### config.mk
export PLATFORM = sky130hd
export DESIGN_NAME = cic_decim_dump
export DESIGN_NICKNAME = d
export VERILOG_FILES = /design/src/rtl/cic_dec_pkg.sv /design/src/rtl/cic_hr_integ.sv /design/src/rtl/cic_dump_integ.sv /design/src/rtl/cic_lr_comb.sv /design/src/rtl/cic_decim_dump.sv
export SDC_FILE = /design/constraint.sdc
export NUM_CORES = 1
export LEC_CHECK = 0
export BUFFER_PORTS_ARGS = -buffer_cell sky130_fd_sc_hd__buf_2
export CAP_MARGIN = 20
export CORE_MARGIN = 5
export CORE_UTILIZATION = 55
export CTS_BUF_LIST = sky130_fd_sc_hd__clkbuf_4
export CTS_CLUSTER_DIAMETER = 200
export CTS_CLUSTER_SIZE = 16
export DETAILED_ROUTE_END_ITERATION = 8
export PLACE_DENSITY_LB_ADDON = 0.12
export SLEW_MARGIN = 20
export SYNTH_ARGS = -nofsm -noshare
export SYNTH_HDL_FRONTEND = slang
export SYNTH_HIERARCHICAL = 1
export SYNTH_SLANG_ARGS = --single-unit
### constraint.sdc
create_clock -name clk -period 14.96 [get_ports clk]
set_input_delay 2.992 -clock clk [delete_from_list [all_inputs] [get_ports clk]]
set_output_delay 2.992 -clock clk [all_outputs]
set_load 0.01 [all_outputs]
### src/rtl/cic_dec_pkg.sv
package cic_dec_pkg;
  // Internal word width that holds the full filter gain RATIO^ORDER.
  function automatic int acc_width(input int in_w, input int order, input int ratio);
    return in_w + order * $clog2(ratio);
  endfunction
endpackage

### src/rtl/cic_hr_integ.sv
// Input-rate integrator. Exposes its next value combinationally so the
// following stage sees the same sample index (no per-stage sample delay).
module cic_hr_integ #(
  parameter int W = 24
) (
  input  logic                clk,
  input  logic                rst,
  input  logic                en,
  input  logic signed [W-1:0] din,
  output logic signed [W-1:0] sum_next
);
  logic signed [W-1:0] acc;

  assign sum_next = acc + din;

  always_ff @(posedge clk) begin
    if (rst) begin
      acc <= '0;
    end else if (en) begin
      acc <= sum_next;
    end
  end

  // idle cycles leave the running sum untouched
  p_hold_idle_r3: assert property (@(posedge clk) disable iff (rst)
    !en |=> $stable(acc));
endmodule

### src/rtl/cic_dump_integ.sv
// Integrate-and-dump stage: sums RATIO accepted values, emits the total on
// the RATIO-th one and restarts from zero with the next value.
module cic_dump_integ #(
  parameter int W     = 24,
  parameter int RATIO = 8
) (
  input  logic                clk,
  input  logic                rst,
  input  logic                en,
  input  logic signed [W-1:0] din,
  output logic                dump_valid,
  output logic signed [W-1:0] dump_data
);
  localparam int CW = (RATIO > 1) ? $clog2(RATIO) : 1;
  localparam logic [CW-1:0] LAST = CW'(RATIO - 1);

  logic [CW-1:0]       cnt;
  logic signed [W-1:0] part;
  logic signed [W-1:0] total;
  logic                at_last;

  assign at_last = (cnt == LAST);
  assign total   = part + din;

  always_ff @(posedge clk) begin
    if (rst) begin
      cnt        <= '0;
      part       <= '0;
      dump_valid <= 1'b0;
      dump_data  <= '0;
    end else begin
      dump_valid <= 1'b0;
      if (en) begin
        if (at_last) begin
          dump_data  <= total;
          dump_valid <= 1'b1;
          part       <= '0;
          cnt        <= '0;
        end else begin
          part <= total;
          cnt  <= cnt + 1'b1;
        end
      end
    end
  end

  // counter stays within one group
  p_cnt_range_r2: assert property (@(posedge clk) disable iff (rst)
    cnt <= LAST);
  // the RATIO-th accepted value triggers a dump
  p_dump_on_wrap_r2: assert property (@(posedge clk) disable iff (rst)
    (en && at_last) |=> dump_valid);
  // no dump without a completed group
  p_no_early_dump_r2: assert property (@(posedge clk) disable iff (rst)
    !(en && at_last) |=> !dump_valid);
  // next group starts from zero, not from the old total
  p_restart_r5: assert property (@(posedge clk) disable iff (rst)
    (en && at_last) |=> (part == '0) && (cnt == '0));
endmodule

### src/rtl/cic_lr_comb.sv
// Low-rate comb with differential delay one, registered output.
module cic_lr_comb #(
  parameter int W = 24
) (
  input  logic                clk,
  input  logic                rst,
  input  logic                v_in,
  input  logic signed [W-1:0] din,
  output logic                v_out,
  output logic signed [W-1:0] dout
);
  logic signed [W-1:0] prev;

  always_ff @(posedge clk) begin
    if (rst) begin
      prev  <= '0;
      dout  <= '0;
      v_out <= 1'b0;
    end else begin
      v_out <= v_in;
      if (v_in) begin
        dout <= din - prev;
        prev <= din;
      end
    end
  end

  // each comb adds exactly one cycle to the valid path
  p_comb_lat_r7: assert property (@(posedge clk) disable iff (rst)
    v_in |=> v_out);
  p_comb_quiet_r7: assert property (@(posedge clk) disable iff (rst)
    !v_in |=> !v_out);
  // output holds between low-rate samples
  p_comb_hold_r3: assert property (@(posedge clk) disable iff (rst)
    !v_in |=> $stable(dout));
endmodule

### src/rtl/cic_decim_dump.sv
module cic_decim_dump
  import cic_dec_pkg::*;
#(
  parameter int IN_W  = 12,
  parameter int ORDER = 4,
  parameter int RATIO = 8,
  localparam int W    = acc_width(IN_W, ORDER, RATIO)
) (
  input  logic                 clk,
  input  logic                 rst,
  input  logic                 in_valid,
  input  logic [IN_W-1:0]      in_data,
  output logic                 out_valid,
  output logic [W-1:0]         out_data
);
  logic signed [W-1:0] ichain [0:ORDER-1];
  logic signed [W-1:0] cdata  [0:ORDER-1];
  logic                cvalid [0:ORDER-1];

  // Sign-extend the input to the internal width
  assign ichain[0] = W'($signed(in_data));

  genvar k;
  generate
    for (k = 0; k < ORDER - 1; k++) begin : g_integ
      cic_hr_integ #(.W(W)) u_integ (
        .clk      (clk),
        .rst      (rst),
        .en       (in_valid),
        .din      (ichain[k]),
        .sum_next (ichain[k+1])
      );
    end
  endgenerate

  cic_dump_integ #(.W(W), .RATIO(RATIO)) u_dump (
    .clk        (clk),
    .rst        (rst),
    .en         (in_valid),
    .din        (ichain[ORDER-1]),
    .dump_valid (cvalid[0]),
    .dump_data  (cdata[0])
  );

  generate
    for (k = 1; k < ORDER; k++) begin : g_comb
      cic_lr_comb #(.W(W)) u_comb (
        .clk   (clk),
        .rst   (rst),
        .v_in  (cvalid[k-1]),
        .din   (cdata[k-1]),
        .v_out (cvalid[k]),
        .dout  (cdata[k])
      );
    end
  endgenerate

  assign out_valid = cvalid[ORDER-1];
  assign out_data  = cdata[ORDER-1];

  // the output strobe is a single-cycle pulse
  p_out_pulse_r2: assert property (@(posedge clk) disable iff (rst)
    out_valid |=> !out_valid);
endmodule

==> flow_metrics.py <==
metrics = {
    "setup_path": {
        "slowest_stage": "fa_1",
        "cp.required_ns": 15.61,
        "critical_path.startpoint_type": "input pin",
        "crit_arrival_ns": 9.17,
        "path_max_fanout": 8,
        "critPathCaptureType": "flip-flop",
        "crit_type": "input pin to flip-flop",
        "r2r_setup_slack_ns": 8.51,
        "crit_path_max_incr_delay_ns": 0.43,
    },
    "pwr": {
        "ir_drop_uv": 219,
        "p_per_area_mw_per_mm2": 212,
        "static-leakage-power_nw": 8.09,
        "total_power_mw": 4.08,
    },
    "synth": {
        "synthSimpleGateAreaFrac": 0.188,
        "synth.distinct_cells": 88,
        "synth-xor-area-share": 0.0601,
        "synth_edf_count": 0,
        "async_flop_share": 0,
        "muxShareOfSynthArea": 0.0814,
        "syn_inst": 2260,
        "yosysWarnings": 6,
        "synth_compound_gate_area_share": 0.219,
        "ys_seq_area_frac": 0.289,
        "synth_top_family_by_area": "compound AO/OA/AOI/OAI gates",
        "synth_area_per_cell_um2": 8.29,
        "synth-seq-cells": 271,
        "syn-num-nets": 2445,
        "synthAdderAreaFrac": 0.116,
        "synth-main-ff-cell": "dfxtp_1",
        "mappedNetlistArea_mm2": 0.0187,
    },
    "sta": {
        "fin_crit_ns": 8.52,
        "slew_violations": 0,
        "rsz0062_at_grt": "false",
        "tns_ns": 0,
        "clock.fmax_mhz": 117,
        "hold_viol_final": 0,
        "slew-limit-headroom": 0.281,
        "finClkSkew_ns": 0.0340,
        "setup_viol": 0,
        "worstMarginPinSlew_ns": 1.07,
        "finalCritPeriodShare": 0.570,
    },
    "layout": {
        "drive_above_1_share": 0.0573,
        "fillers": 3204,
        "multi_input_area_mm2": 0.0125,
        "final-seq-area_mm2": 0.00543,
        "area_growth_pct": 2.87,
        "final_nets": 2418,
    },
    "drt": {
        "postRouteAntennaNets": 0,
        "avgViaCountPerCell": 5.97,
        "drc": 0,
        "wl_per_cell_um": 16.4,
        "route.vias.total": 16035,
        "drtPass1Iterations": 5,
        "drt-total-wl_um": 44100,
        "drt_iter0_drc": 746,
    },
    "clock_network": {
        "clock_path_buffers": 3,
        "cts_setup_buffers": 0,
        "cts_sinks": 271,
        "tritoncts": "yes",
        "root_buffer": "clkbuf_4",
        "clk_latency_ns": 0.69,
        "postCtsHoldBufs": 0,
        "numCtsBuffers": 20,
        "cts_resized": 0,
        "clk_pin_slew_ns": 0.19,
        "h-tree-depth": 1,
    },
    "die": {
        "dieArea_mm2": 0.0379,
        "start_util": 0.558,
        "num_io_pins": 40,
        "die_y_um": 195,
        "fp.coreArea_mm2": 0.0336,
        "rows": 67,
        "fp.dieW_um": 195,
    },
    "job": {
        "maxCapViolations": 0,
    },
    "global_routing": {
        "grt_util_all_layers": 0.223,
        "grt_overflow": 0,
        "grt_antenna_before_repair": 3,
        "grt_pass1_wl_um": 73400,
        "grt_max_degree": 80,
        "grt_pass1_vias": 15006,
    },
    "placed_design": {
        "portBuffers": 39,
        "gp_congestion": 0.894,
        "dp_hpwl_um": 33200,
    },
    "min_path": {
        "worstHoldPathType": "flip-flop to flip-flop",
    },
    "outcome": {
        "status": "complete, no violations",
    },
}
[cell type report]
cell class | count | area share
diodes | 3 | 0.000389
clock buffers | 22 | 0.00857
inverters | 104 | 0.0202
multi-input cells | 1788 | 0.646
flip-flops and latches | 271 | 0.282
well taps | 448 | 0.0291
repair buffers | 48 | 0.0141
[where the power goes]
| group | switching [mW] | total, mW | internal [mW] |
|---|---|---|---|
| clock | 0.232 | 0.300 | 0.0678 |
| combinational | 1.80 | 2.93 | 1.12 |
| sequential | 0.0466 | 0.857 | 0.810 |
[final timing paths]
kind                                   from  cells past startpoint                   endpoint
hold reg to reg   g_comb[3].u_comb/dout[15]                      2  g_comb[3].u_comb/dout[15]
setup reg to reg  g_integ[0].u_integ/acc[1]                     26       u_dump/dump_data[20]
hold / removal    g_comb[3].u_comb/dout[15]                      2  g_comb[3].u_comb/dout[15]
setup / recovery                 in_data[0]                     30       u_dump/dump_data[23]
[critical path: cells and delay by family]
family          cells  cell delay [ns]
xor+xnor            3             0.60
buf+inv             1             0.10
simple gates        9             1.43
compound gates     12             2.24
fa+ha+maj           5             1.83
[layout by cell type (no fill, tap or decap), types with 11 or more instances in the layout]
master	n
dfxtp_1	268
nor2_1	243
nand2_1	203
a21oi_1	194
ha_1	163
mux2i_1	149
inv_1	104
o21ai_0	81
xnor2_1	74
nand3_1	62
xor2_1	52
a21o_1	42
buf_2	37
o211ai_1	33
a211oi_1	31
o21ai_1	29
nand4_1	29
nand2b_1	27
o21a_1	26
nor2b_1	25
clkbuf_4	22
nor3_1	22
and2_1	20
o21bai_1	18
and3_1	15
or3_1	15
o31ai_1	14
a22o_1	12
o21ai_2	11
[flip-flops by register name, indices dropped and copies added (netlist names)]
name,flops
u_dump/dump_valid,1
g_comb.u_comb/v_out,3
u_dump/cnt,3
u_dump/part,24
u_dump/dump_data,24
g_integ.u_integ/acc,72
g_comb.u_comb/dout,72
g_comb.u_comb/prev,72
[layer usage]
metal  vias to the layer above  GRT usage  share of wire
li1                       8119          -              -
met1                      7637      0.291           0.46
met2                       229      0.405           0.49
met3                        50     0.0227          0.035
met4                         0     0.0375          0.015
met5                         -          0              0
[cell usage after synthesis, types with 7 or more instances]
cell | instances | share of area
nor3_1 | 22 | 0.0059
a21boi_0 | 8 | 0.0032
nand2b_1 | 27 | 0.0090
mux2i_1 | 149 | 0.080
nand4b_1 | 9 | 0.0042
dfxtp_1 | 271 | 0.29
a21oi_2 | 8 | 0.0037
buf_1 | 14 | 0.0028
a22o_1 | 12 | 0.0056
and3_1 | 15 | 0.0050
fa_1 | 7 | 0.0075
nand2_1 | 203 | 0.041
xnor2_1 | 74 | 0.035
and4_1 | 7 | 0.0033
nor2_1 | 243 | 0.049
a21o_1 | 42 | 0.017
clkbuf_1 | 61 | 0.012
nor3b_1 | 9 | 0.0036
a31oi_1 | 10 | 0.0033
o311ai_1 | 8 | 0.0037
nand3b_1 | 9 | 0.0036
o21ai_2 | 11 | 0.0051
a21oi_1 | 194 | 0.052
or3_1 | 15 | 0.0050
ha_1 | 163 | 0.11
xor2_1 | 52 | 0.024
inv_1 | 104 | 0.021
buf_2 | 9 | 0.0024
nand4_1 | 29 | 0.0097
o21ai_1 | 29 | 0.0077
o211ai_1 | 33 | 0.013
nor2b_1 | 25 | 0.0083
or4b_1 | 8 | 0.0043
and2_1 | 20 | 0.0067
o31ai_1 | 14 | 0.0056
o21a_1 | 26 | 0.010
a41oi_1 | 7 | 0.0033
nand3_1 | 62 | 0.017
o21bai_1 | 18 | 0.0072
a211oi_1 | 31 | 0.012
o21ai_0 | 81 | 0.022
[cells by family (layout without fill, tap and decap cells)]
group	after synthesis	after routing
compound gates	605	605
xor+xnor	127	127
fa+ha+maj	170	170
buf+inv	201	174
flops	271	271
mux	152	152
other cells	0	3
simple gates	734	734
[metrics by stage]
stage	hold slack, ns	instance area (um^2)	cells	util	worst slack, ns
after floorplan	0.429	18700	2260	-	6.48
after global placement	0.434	19100	2659	0.568	5.88
after detailed placement	0.444	19100	2659	0.568	5.74
after CTS	0.466	19300	2681	0.573	6.50
after global routing	0.479	19300	2683	0.573	5.95
final	0.465	19300	2684	0.574	6.44
Power figures use the tool's default switching activity.
